$ cat config.mk
export PLATFORM = sky130hd
export DESIGN_NAME = sem_cell
export DESIGN_NICKNAME = d
export VERILOG_FILES = /design/src/rtl/sem_cell_pkg.sv /design/src/rtl/sem_count.sv /design/src/rtl/sem_waiters.sv /design/src/rtl/sem_tag_word.sv /design/src/rtl/sem_cell.sv
export SDC_FILE = /design/constraint.sdc
export NUM_CORES = 1
export LEC_CHECK = 0
export ABC_AREA = 1
export CAP_MARGIN = 20
export CORE_ASPECT_RATIO = 1.1
export CORE_MARGIN = 5
export CORE_UTILIZATION = 25
export CTS_BUF_LIST = sky130_fd_sc_hd__clkbuf_4 sky130_fd_sc_hd__clkbuf_8
export DETAILED_ROUTE_END_ITERATION = 10
export PLACE_DENSITY = 0.57
export REMOVE_ABC_BUFFERS = 1
export SYNTH_ARGS = -nofsm -noshare
export SYNTH_HDL_FRONTEND = slang
export SYNTH_SLANG_ARGS = --single-unit
$ cat constraint.sdc
create_clock -name clk_i -period 3.48 [get_ports clk_i]
set_clock_uncertainty 0.2 [all_clocks]
set_input_delay 0.522 -clock clk_i [delete_from_list [all_inputs] [get_ports clk_i]]
set_output_delay 0.522 -clock clk_i [all_outputs]
set_load 0.005 [all_outputs]
$ cat src/rtl/sem_cell_pkg.sv
package sem_cell_pkg;
  typedef enum logic [2:0] {
    VIEW_RAW  = 3'd0,
    VIEW_TAG  = 3'd1,
    VIEW_WAIT = 3'd2,
    VIEW_POLL = 3'd3
  } view_e;

  localparam int TAG_EMPTY_BIT = 0;
  localparam int TAG_FULL_BIT  = 1;
  localparam int TAG_TRAP_BIT  = 16;
endpackage

$ cat src/rtl/sem_count.sv
module sem_count #(
  parameter int CNT_W = 16
) (
  input  logic             clk_i,
  input  logic             rst_ni,
  input  logic             dec_i,
  input  logic             inc_i,
  output logic [CNT_W-1:0] cnt_o,
  output logic             zero_o,
  output logic             full_o
);
  localparam logic [CNT_W-1:0] CNT_MAX = '1;

  logic [CNT_W-1:0] cnt_q;

  assign zero_o = (cnt_q == '0);
  assign full_o = (cnt_q == CNT_MAX);
  assign cnt_o  = cnt_q;

  always_ff @(posedge clk_i or negedge rst_ni) begin
    if (!rst_ni)                cnt_q <= '0;
    else if (dec_i && !zero_o)  cnt_q <= cnt_q - 1'b1;
    else if (inc_i && !full_o)  cnt_q <= cnt_q + 1'b1;  // saturate at ceiling
  end
endmodule

$ cat src/rtl/sem_waiters.sv
module sem_waiters #(
  parameter int N_REQ = 8,
  parameter int ID_W  = 3
) (
  input  logic             clk_i,
  input  logic             rst_ni,
  input  logic             block_i,
  input  logic [ID_W-1:0]  id_i,
  input  logic             release_i,
  output logic [N_REQ-1:0] waiters_o,
  output logic             wake_o
);
  logic [N_REQ-1:0] mask_q;
  logic             wake_q;

  always_ff @(posedge clk_i or negedge rst_ni) begin
    if (!rst_ni) begin
      mask_q <= '0;
      wake_q <= 1'b0;
    end else begin
      wake_q <= release_i && (mask_q != '0);
      if (release_i)    mask_q <= '0;
      else if (block_i) mask_q[id_i] <= 1'b1;
    end
  end

  assign waiters_o = mask_q;
  assign wake_o    = wake_q;
endmodule

$ cat src/rtl/sem_tag_word.sv
module sem_tag_word #(
  parameter int DATA_W = 32
) (
  input  logic              zero_i,
  input  logic              full_i,
  input  logic              trap_i,
  output logic [DATA_W-1:0] word_o
);
  import sem_cell_pkg::*;

  always_comb begin
    word_o                = '0;
    word_o[TAG_EMPTY_BIT] = zero_i;
    word_o[TAG_FULL_BIT]  = full_i;
    word_o[TAG_TRAP_BIT]  = trap_i;
  end
endmodule

$ cat src/rtl/sem_cell.sv
module sem_cell
  import sem_cell_pkg::*;
#(
  parameter int CNT_W  = 16,
  parameter int N_REQ  = 8,
  parameter int DATA_W = 32,
  localparam int ID_W  = (N_REQ > 1) ? $clog2(N_REQ) : 1
) (
  input  logic              clk_i,
  input  logic              rst_ni,
  input  logic [2:0]        view_i,
  input  logic              rd_i,
  input  logic              wr_i,
  input  logic [ID_W-1:0]   req_id_i,
  input  logic [DATA_W-1:0] wdata_i,
  output logic [DATA_W-1:0] rdata_o,
  output logic              block_o,
  output logic              wake_o,
  output logic [N_REQ-1:0]  waiters_o
);
  logic             is_sem, is_raw, is_tag, is_wait;
  logic             do_wr, take, give, tag_wr;
  logic [CNT_W-1:0] cnt_q;
  logic             zero, full;
  logic             trap_q;
  logic [DATA_W-1:0] tag_word;

  assign is_raw  = (view_i == VIEW_RAW);
  assign is_tag  = (view_i == VIEW_TAG);
  assign is_wait = (view_i == VIEW_WAIT);
  assign is_sem  = is_wait || (view_i == VIEW_POLL);

  // read wins when both strobes are high
  assign do_wr   = wr_i && !rd_i;
  assign take    = rd_i && is_sem;
  assign give    = do_wr && is_sem;
  assign tag_wr  = do_wr && is_tag;
  assign block_o = rd_i && is_wait && zero;

  sem_count #(.CNT_W(CNT_W)) u_count (
    .clk_i  (clk_i),
    .rst_ni (rst_ni),
    .dec_i  (take),
    .inc_i  (give),
    .cnt_o  (cnt_q),
    .zero_o (zero),
    .full_o (full)
  );

  sem_waiters #(.N_REQ(N_REQ), .ID_W(ID_W)) u_waiters (
    .clk_i     (clk_i),
    .rst_ni    (rst_ni),
    .block_i   (block_o),
    .id_i      (req_id_i),
    .release_i (give),
    .waiters_o (waiters_o),
    .wake_o    (wake_o)
  );

  sem_tag_word #(.DATA_W(DATA_W)) u_tag (
    .zero_i (zero),
    .full_i (full),
    .trap_i (trap_q),
    .word_o (tag_word)
  );

  always_ff @(posedge clk_i or negedge rst_ni) begin
    if (!rst_ni)     trap_q <= 1'b0;
    else if (tag_wr) trap_q <= wdata_i[TAG_TRAP_BIT];
  end

  always_comb begin
    rdata_o = '0;
    if (rd_i) begin
      if (is_raw || is_sem) rdata_o[CNT_W-1:0] = cnt_q;
      else if (is_tag)      rdata_o = tag_word;
    end
  end
endmodule

==> impl_metrics.env, run 1 <==
export IMPL_nets=456
export IMPL_peakVddDrop_mv=0.1454
export IMPL_dieArea_um2=11290
export IMPL_rsz0062_at_grt="false"
export IMPL_run_status="complete, no violations"
export IMPL_clk_path_buf_depth=2
export IMPL_synthToLayoutAreaGrowth_pct=22.53
export IMPL_crit_path_end_kind="output port"
export IMPL_gr_max_usage_layer="met2"
export IMPL_drc=0
export IMPL_cellPowerDensity_nw_per_um2=497.7
export IMPL_clkTransAtPathRegs_ps=90
export IMPL_synth_seq_cells=26
export IMPL_clock_sinks=26
export IMPL_ys_async_sr_fraction=1.000
export IMPL_holdBufCountCts=0
export IMPL_critPathBufInv=5
export IMPL_portBuffers=37
export IMPL_p_sw_frac=0.4402
export IMPL_yosysTopAreaCellShare=0.2809
export IMPL_combPwrFrac=0.484
export IMPL_clkPwrFrac=0.139
export IMPL_fin_cells=512
export IMPL_die_x_um=101.8
export IMPL_die_y_um=110.9
export IMPL_core_rowCount=36
export IMPL_io_pins=84
export IMPL_ant_nets=0
export IMPL_drtIter0Drc=101
export IMPL_switchingPower_w=0.0006217
export IMPL_ys_seq_area_frac=0.2809
export IMPL_max_stage_delay_ps=540
export IMPL_hp_class="register to register"
export IMPL_synth_warning_count=0
export IMPL_postCtsSetupBuffers=0
export IMPL_min_period_ps=3174
export IMPL_start_util=0.2584
export IMPL_yosysMostFrequentCell="nand2_1"
export IMPL_fin_crit_sh=0.9121
export IMPL_cp_slowest_cell="clkdlybuf4s50_1"
export IMPL_placedCellCount=508
export IMPL_place_congestion=0.8071
export IMPL_synth_cells=356
export IMPL_p_leak_nw=1.458
export IMPL_drt_pass1_iter_count=4
export IMPL_coreArea_um2=8964
export IMPL_grt_pass1_vias=2204
export IMPL_synth_edff_count=0
export IMPL_cp_top_family="buffers and inverters"
export IMPL_hpwl_um=4893
export IMPL_synth_top_cells_by_area="dfrtp_1 (28%), nand2_1 (17%), inv_1 (7.8%)"
export IMPL_worstPathMaxFanout=10
export IMPL_worst_r2r_setup_slack_ps=640
export IMPL_drt_total_wl_um=6033
export IMPL_fin_tns_setup_ps=0
export IMPL_mappedNetlistArea_um2=2316
export IMPL_internal_power_w=0.0007906
export IMPL_antenna_found_initial=0
export IMPL_worst_slack_ps=305.8
export IMPL_grt_overflow=0
export IMPL_ctsRootBufferMaster="clkbuf_8"
export IMPL_timing_max_cap_violations=0
export IMPL_avgSynthCellArea_um2=6.506
export IMPL_holdWs_ps=324.1
export IMPL_path_class="input pin to output port"
export IMPL_num_vias=2291
export IMPL_fin_util=0.3166
export IMPL_setup_violations=0
export IMPL_grt_use_met2=0.1915
export IMPL_cts_htree_levels=1
export IMPL_antenna_cells=0
export IMPL_arrival_ps=2450
export IMPL_vias_per_cell=4.475
export IMPL_numCtsBuffers=3
export IMPL_grt_use_met3=0.01322
export IMPL_met1_usage=0.1371
export IMPL_fmax_mhz=315.0
export IMPL_startpoint_type="input pin"
export IMPL_synth_cell_types=31
export IMPL_place_ws_ps=92.17
export IMPL_final_max_slew_viol_count=0
export IMPL_critPathRequiredTime_ps=2760
export IMPL_num_fill_cells=1006
export IMPL_synth_top_cells_by_count="nand2_1 (106), inv_1 (48), nor2_1 (37)"
export IMPL_worstSkewPairLatency_ps=270
export IMPL_yosys_area_top_type="dfrtp_1"
export IMPL_p_seq_frac=0.378
export IMPL_cp_cell_sequence="clkdlybuf4s50_1 > inv_1 > nand2_1 > inv_1 > buf_4 > nor3_1 > clkdlybuf4s50_1"
export IMPL_synthFlopType="dfrtp_1"
export IMPL_grt_first_pass_wirelength_um=9970
export IMPL_post_cts_resized=0
export IMPL_routedWlPerCell_um=11.78
export IMPL_grt_max_degree=27
export IMPL_drive_gt1_frac=0.05025
export IMPL_track_usage=0.1071
export IMPL_cts_tree="yes"
export IMPL_finalHoldViolCount=0
==> worst paths after layout <==
| path | from | to | cells past startpoint |
|---|---|---|---|
| max in group asynchronous | rst_ni | u_count.cnt_o[11] | 2 |
| min reg2reg | trap_q | trap_q | 2 |
| max | view_i[1] | rdata_o[15] | 7 |
| min | trap_q | trap_q | 2 |
| max reg2reg | u_count.cnt_o[1] | u_count.cnt_o[11] | 16 |
| min in group asynchronous | rst_ni | u_count.cnt_o[1] | 2 |
==> worst reg2reg max path, delay by kind of cell, from the launching register on <==
kind          cells  cell delay, ps
fa+ha+maj         1             450
buf+inv           1             220
flops             1             470
simple gates     14            1410
==> cell usage in the layout (no fill, tap or decap), types with 2 or more instances in the layout <==
cell               n
nor3_1             9
a21oi_1           24
xnor2_1            2
dfrtp_1           26
or2_2              2
nand3_1           31
nor4_1             2
nor2_1            37
o21ai_1            5
inv_2              2
nand2_1          106
clkdlybuf4s50_1   37
inv_1             48
conb_1            15
xor2_1             5
nand4_1            4
ha_1              14
buf_4              6
nand3b_1           3
o21ai_0            6
clkbuf_8           4
nand2_2            2
==> registers in the layout (all words and copies together), names as in the netlist <==
| signal | flops |
|---|---|
| trap_q | 1 |
| u_count.cnt_o | 16 |
| u_waiters.waiters_o | 8 |
| u_waiters.wake_o | 1 |
==> routing by layer <==
layer  wire length, um  share of wire
met1              2777           0.46
met2              2889           0.48
met3               334          0.055
met4                31         0.0051
met5                 0              0
==> metrics by stage <==
| stage | power, W | instance area, um^2 |
|---|---|---|
| finish | 0.001412 | 2838 |
| global placement | 0.001214 | 2783 |
| floorplan | 0.001005 | 2225 |
| CTS | 0.001431 | 2838 |
| detailed placement | 0.001230 | 2783 |
| global route | 0.001565 | 2838 |
==> cell type report <==
cell class	instances	area [um^2]	area share
sequential	26	650.6	0.2293
timing repair buffer	43	415.4	0.1464
inverter	51	193.9	0.06834
tap	114	142.6	0.05026
clock buffer	4	55.05	0.01940
multi-input combinational	274	1380	0.4863
==> cell families (layout without fill, tap and decap cells) <==
| group | after synthesis | in the layout | synth area share |
|---|---|---|---|
| xor+xnor | 7 | 7 | 0.02647 |
| simple gates | 199 | 199 | 0.3755 |
| other cells | 1 | 15 | 0.001619 |
| fa+ha+maj | 15 | 15 | 0.08428 |
| flops | 26 | 26 | 0.2809 |
| buf+inv | 70 | 98 | 0.1459 |
| compound gates | 38 | 38 | 0.08536 |
==> power groups by stage <==
stage	Clock [W]	Combinational, W	Sequential (W)
2_1_floorplan	0	0.000508	0.000498
3_3_place_gp	0	0.000678	0.000536
3_5_place_dp	0	0.000689	0.000541
4_1_cts	0.000203	0.000693	0.000535
5_1_grt	0.000216	0.000792	0.000556
6_report	0.000196	0.000683	0.000533
Power figures use the tool's default switching activity.
==> run 2, diff against run 1 <==
--- a/config.mk
+++ b/config.mk
@@ -14,6 +14,7 @@
 export DETAILED_ROUTE_END_ITERATION = 10
 export PLACE_DENSITY = 0.57
 export REMOVE_ABC_BUFFERS = 1
+export SETUP_SLACK_MARGIN = 0.4
 export SYNTH_ARGS = -nofsm -noshare
 export SYNTH_HDL_FRONTEND = slang
 export SYNTH_SLANG_ARGS = --single-unit
==> run 2 against run 1 <==
  * Largest cell class unchanged
  * Register-to-register slack about the same
  * Critical path type unchanged
  * Clock-buffer cell count is the same
  * Fmax increased by 5.4%
  * Worst setup slack gained 160 ps
  * Die area is the same
  * Combinational power is 2% higher
  * Via count up 0.52%
==> impl_metrics.env, run 2 (synthesis gave the netlist of run 1 again) <==
export IMPL_place_ws_ps=92.17
export IMPL_die_y_um=110.9
export IMPL_io_pins=84
export IMPL_numCtsBuffers=3
export IMPL_finalHoldViolCount=0
export IMPL_p_leak_nw=1.474
export IMPL_portBuffers=37
export IMPL_grt_pass1_vias=2213
export IMPL_start_util=0.2584
export IMPL_grt_overflow=0
export IMPL_place_congestion=0.8071
export IMPL_cellPowerDensity_nw_per_um2=490.4
export IMPL_worst_r2r_setup_slack_ps=650
export IMPL_fin_util=0.3248
export IMPL_setup_violations=0
export IMPL_num_fill_cells=1011
export IMPL_arrival_ps=2290
export IMPL_clock_sinks=26
export IMPL_worst_slack_ps=467.5
export IMPL_core_rowCount=36
export IMPL_peakVddDrop_mv=0.1436
export IMPL_drc=0
export IMPL_antenna_found_initial=0
export IMPL_cp_cell_sequence="clkdlybuf4s50_1 > inv_2 > nand2_2 > clkinvlp_4 > buf_4 > nor3_1 > clkdlybuf4s50_1"
export IMPL_seqCellArea_um2=651.9
export IMPL_cts_tree="yes"
export IMPL_antenna_cells=0
export IMPL_largest_reg_flops=16
export IMPL_drt_total_wl_um=6069
export IMPL_worstPathMaxFanout=8
export IMPL_clkTransAtPathRegs_ps=90
export IMPL_num_vias=2303
export IMPL_cp_slowest_cell="clkdlybuf4s50_1"
export IMPL_grt_first_pass_wirelength_um=10040
export IMPL_coreArea_um2=8964
export IMPL_ctsRootBufferMaster="clkbuf_8"
export IMPL_die_x_um=101.8
export IMPL_run_status="complete, no violations"
export IMPL_layout_commonest_cell="nand2_1"
export IMPL_path_class="input pin to output port"
export IMPL_drt_pass1_iter_count=4
export IMPL_holdWs_ps=323.8
export IMPL_cp_top_family="buffers and inverters"
export IMPL_dieArea_um2=11290
export IMPL_hpwl_um=4893
export IMPL_critPathMostFrequentCell="clkdlybuf4s50_1"
export IMPL_layout_common_cells="nand2_1 (104), inv_1 (44), nor2_1 (37), clkdlybuf4s50_1 (35), nand3_1 (31)"
export IMPL_critPathRequiredTime_ps=2760
export IMPL_hp_class="register to register"
export IMPL_critPathBufInv=5
export IMPL_min_period_ps=3012
export IMPL_holdBufCountCts=0
export IMPL_synthToLayoutAreaGrowth_pct=25.72
export IMPL_crit_path_end_kind="output port"
export IMPL_worstSkewPairLatency_ps=270
export IMPL_drive_gt1_frac=0.09227
export IMPL_rsz0062_at_grt="true"
export IMPL_track_usage=0.1079
export IMPL_fmax_mhz=332.0
export IMPL_nets=459
export IMPL_drtIter0Drc=89
export IMPL_clk_path_buf_depth=2
export IMPL_final_cell_area_um2=2912
export IMPL_max_stage_delay_ps=540
export IMPL_routedWlPerCell_um=11.78
export IMPL_fin_tns_setup_ps=0
export IMPL_startpoint_type="input pin"
export IMPL_grt_max_degree=27
export IMPL_dpl_cell_area_um2=2783
export IMPL_fin_crit_sh=0.8657
export IMPL_timing_max_cap_violations=0
export IMPL_multi_input_area_um2=1415
export IMPL_ant_nets=0
export IMPL_vias_per_cell=4.472
export IMPL_cts_htree_levels=1
export IMPL_final_max_slew_viol_count=0
[run 2: cell types whose count changed in the layout (fill, tap and decap cells not counted), sizes merged]
cell / change
clkinvlp: +2
clkdlybuf4s50: -2
buf: +3
inv: -2
dlymetal6s2s: +2
[run 2: what timing repair did]
item | in CTS | in global routing
setup buffers | 3 | 0
gates resized for setup | 3 | 15
hold endpoints to repair | 0 | 0
setup endpoints to repair | 9 | 12
[run 2: metal layers]
layer	up-vias	global-route usage	share of wire
met2	40	0.1933	0.49
li1	1197	-	-
met3	2	0.01322	0.050
met1	1064	0.1379	0.45
met4	0	0.01862	0.0051
met5	-	0	0
[run 2: worst min-delay path: stages, from the launching register on]
cell and delay (ps):
dfrtp_1 370, inv_1 70, a21oi_1 60
[run 2: path summary, 6_finish.rpt]
| check | to | start | cells after the start |
|---|---|---|---|
| hold / removal | trap_q | trap_q | 2 |
| setup / recovery | rdata_o[7] | view_i[1] | 7 |
| setup reg to reg | u_count.cnt_o[13] | u_count.cnt_o[12] | 16 |
| min in group asynchronous | u_count.cnt_o[1] | rst_ni | 2 |
| max in group asynchronous | u_count.cnt_o[11] | rst_ni | 2 |
| hold reg to reg | trap_q | trap_q | 2 |
[run 2: layout make-up]
type | count | share of cell area
Multi-Input combinational cell | 274 | 0.4860
Sequential cell | 26 | 0.2239
Timing Repair Buffer | 46 | 0.1521
Inverter | 51 | 0.07005
Tap cell | 114 | 0.04899
Clock buffer | 4 | 0.01891
[run 2: power by group]
group | leakage [nW] | internal, W | switching, W | total (W)
clock network | 0.0288 | 0.000101 | 0.0000931 | 0.000194
registers | 0.336 | 0.000398 | 0.000138 | 0.000536
logic | 1.11 | 0.000300 | 0.000398 | 0.000698
total | 1.47 | 0.000798 | 0.000630 | 0.00143
[run 2: per-stage QoR]
stage	total power, W	instances
floorplan	0.001005	351
global placement	0.001214	508
detailed placement	0.001230	508
CTS	0.001435	515
global route	0.001581	515
finish	0.001428	515
==> run 3, diff against run 2 <==
--- a/config.mk
+++ b/config.mk
@@ -8,7 +8,7 @@
 export ABC_AREA = 1
 export CAP_MARGIN = 20
 export CORE_ASPECT_RATIO = 1.1
-export CORE_MARGIN = 5
+export CORE_MARGIN = 8
 export CORE_UTILIZATION = 25
 export CTS_BUF_LIST = sky130_fd_sc_hd__clkbuf_4 sky130_fd_sc_hd__clkbuf_8
 export DETAILED_ROUTE_END_ITERATION = 10
==> run 3 against run 2 <==
  * Total power up 4.9%
  * Die area up 12%
  * Non-clock buffer count down 4
==> impl_metrics.env, run 3 (synthesis gave the netlist of run 1 again) <==
export IMPL_start_util=0.2527
export IMPL_grt_max_degree=27
export IMPL_cp_cell_sequence="clkdlybuf4s50_1 > inv_1 > nand2_2 > inv_2 > buf_4 > nor3_2 > clkdlybuf4s50_1"
export IMPL_drtIter0Drc=120
export IMPL_hp_class="register to register"
export IMPL_synthToLayoutAreaGrowth_pct=24.69
export IMPL_worstSkewPairLatency_ps=280
export IMPL_cellPowerDensity_nw_per_um2=518.5
export IMPL_grt_pass1_vias=2294
export IMPL_grt_first_pass_wirelength_um=10410
export IMPL_io_pins=84
export IMPL_antenna_found_initial=0
export IMPL_fin_tns_setup_ps=0
export IMPL_hpwl_um=4852
export IMPL_drive_gt1_frac=0.06549
export IMPL_critPathBufInv=5
export IMPL_layout_commonest_cell="nand2_1"
export IMPL_seqCellArea_um2=650.6
export IMPL_max_stage_delay_ps=530
export IMPL_clkTransAtPathRegs_ps=110
export IMPL_antenna_cells=0
export IMPL_crit_path_end_kind="output port"
export IMPL_fin_crit_sh=0.8426
export IMPL_critPathMostFrequentCell="clkdlybuf4s50_1"
export IMPL_peakVddDrop_mv=0.1205
export IMPL_clock_sinks=26
export IMPL_cp_top_family="buffers and inverters"
export IMPL_drc=0
export IMPL_combPwrFrac=0.464
export IMPL_finalHoldViolCount=0
export IMPL_min_period_ps=2932
export IMPL_p_seq_frac=0.356
export IMPL_drt_pass1_iter_count=4
export IMPL_fmax_mhz=341.0
export IMPL_power_total_w=0.001497
export IMPL_track_usage=0.1012
export IMPL_die_x_um=107.8
export IMPL_num_vias=2290
export IMPL_routedWlPerCell_um=12.00
export IMPL_place_congestion=0.8396
export IMPL_numCtsBuffers=3
export IMPL_largest_reg_flops=16
export IMPL_drt_total_wl_um=6168
export IMPL_startpoint_type="input pin"
export IMPL_timing_max_cap_violations=0
export IMPL_core_rowCount=37
export IMPL_ctsRootBufferMaster="clkbuf_8"
export IMPL_p_leak_nw=1.499
export IMPL_ant_nets=0
export IMPL_setup_violations=0
export IMPL_p_sw_frac=0.4345
export IMPL_critPathRequiredTime_ps=2760
export IMPL_switchingPower_w=0.0006506
export IMPL_layout_common_cells="nand2_1 (103), inv_1 (47), nor2_1 (37), clkdlybuf4s50_1 (35), nand3_1 (31)"
export IMPL_cts_tree="yes"
export IMPL_cp_slowest_cell="clkdlybuf4s50_1"
export IMPL_postCtsSetupBuffers=0
export IMPL_arrival_ps=2210
export IMPL_run_status="complete, no violations"
export IMPL_portBuffers=37
export IMPL_multi_input_area_um2=1400
export IMPL_clkPwrFrac=0.180
export IMPL_grt_overflow=0
export IMPL_dieArea_um2=12600
export IMPL_nets=455
export IMPL_path_class="input pin to output port"
export IMPL_die_y_um=116.9
export IMPL_rsz0062_at_grt="false"
export IMPL_coreArea_um2=9166
export IMPL_final_max_slew_viol_count=0
export IMPL_cts_htree_levels=1
export IMPL_num_fill_cells=1024
export IMPL_clk_path_buf_depth=2
export IMPL_vias_per_cell=4.455
export IMPL_internal_power_w=0.0008468
export IMPL_worstPathMaxFanout=9
[run 3: changes by cell type in the layout (fill, tap and decap cells not counted), sizes merged]
cell,before,now
clkbuf,4,3
bufinv,0,1
inv,49,51
clkinvlp,2,0
buf,9,5
[run 3: worst paths after layout]
path | startpoint | to | slack, ps | depth (start not counted)
worst max-delay path | view_i[1] | rdata_o[15] | 550 | 7
worst min-delay path | trap_q | trap_q | 330 | 2
worst max register to register | u_count.cnt_o[9] | u_count.cnt_o[13] | 720 | 15
worst min register to register | trap_q | trap_q | 330 | 2
max in group asynchronous | rst_ni | u_waiters.waiters_o[7] | 2390 | 2
min in group asynchronous | rst_ni | trap_q | 420 | 2
[run 3: worst register-to-register path: stages (launching register included)]
cell      delay, ps
dfrtp_1         470
nor2_1          130
nand2_1          60
nor2_1          140
nand2_2         140
nand2_2         120
inv_1            70
buf_12          150
ha_1            300
or2_2           300
nand3b_1         90
nand2_1         120
nand3_1         130
nand3b_1         90
nand3_1          90
nand2_1          50
[run 3: layout make-up]
cell class	instances	share of cell area
Multi-Input combinational cell	274	0.4848
Sequential cell	26	0.2253
Timing Repair Buffer	42	0.1473
Inverter	51	0.06716
Tap cell	117	0.05069
Clock buffer	3	0.01430
Clock inverter	1	0.01040
[run 3: power groups by stage]
stage / registers, W / logic (W) / clock network, W
after global routing: 0.000555 / 0.000804 / 0.000282
final: 0.000533 / 0.000694 / 0.000270
after floorplan: 0.000498 / 0.000508 / 0
after global placement: 0.000536 / 0.000674 / 0
after CTS: 0.000536 / 0.000692 / 0.000275
after detailed placement: 0.000542 / 0.000685 / 0
[run 3: metal layers]
layer,routed length [um],track usage,part of all wire
met2,2880,0.1819,0.47
met3,491,0.01588,0.080
met5,0,0,0
met4,157,0.04352,0.025
met1,2639,0.1160,0.43
[run 3: metrics by stage]
step | cells | hold slack [ps] | area, um^2 | utilization | setup WS [ps]
2_1_floorplan | 351 | 26.41 | 2225 | - | 742.0
3_3_place_gp | 510 | 303.6 | 2791 | 0.3045 | 294.6
3_5_place_dp | 510 | 319.6 | 2791 | 0.3045 | 274.6
4_1_cts | 514 | 335.5 | 2868 | 0.3129 | 422.3
5_1_grt | 514 | 352.6 | 2888 | 0.3150 | 410.5
6_report | 514 | 327.4 | 2888 | 0.3150 | 547.6
[run 3: what timing repair did]
action,CTS,global route
cloned,0,0
hold buffers,0,0
gates resized for setup,2,8
endpoints found under the setup margin,3,7
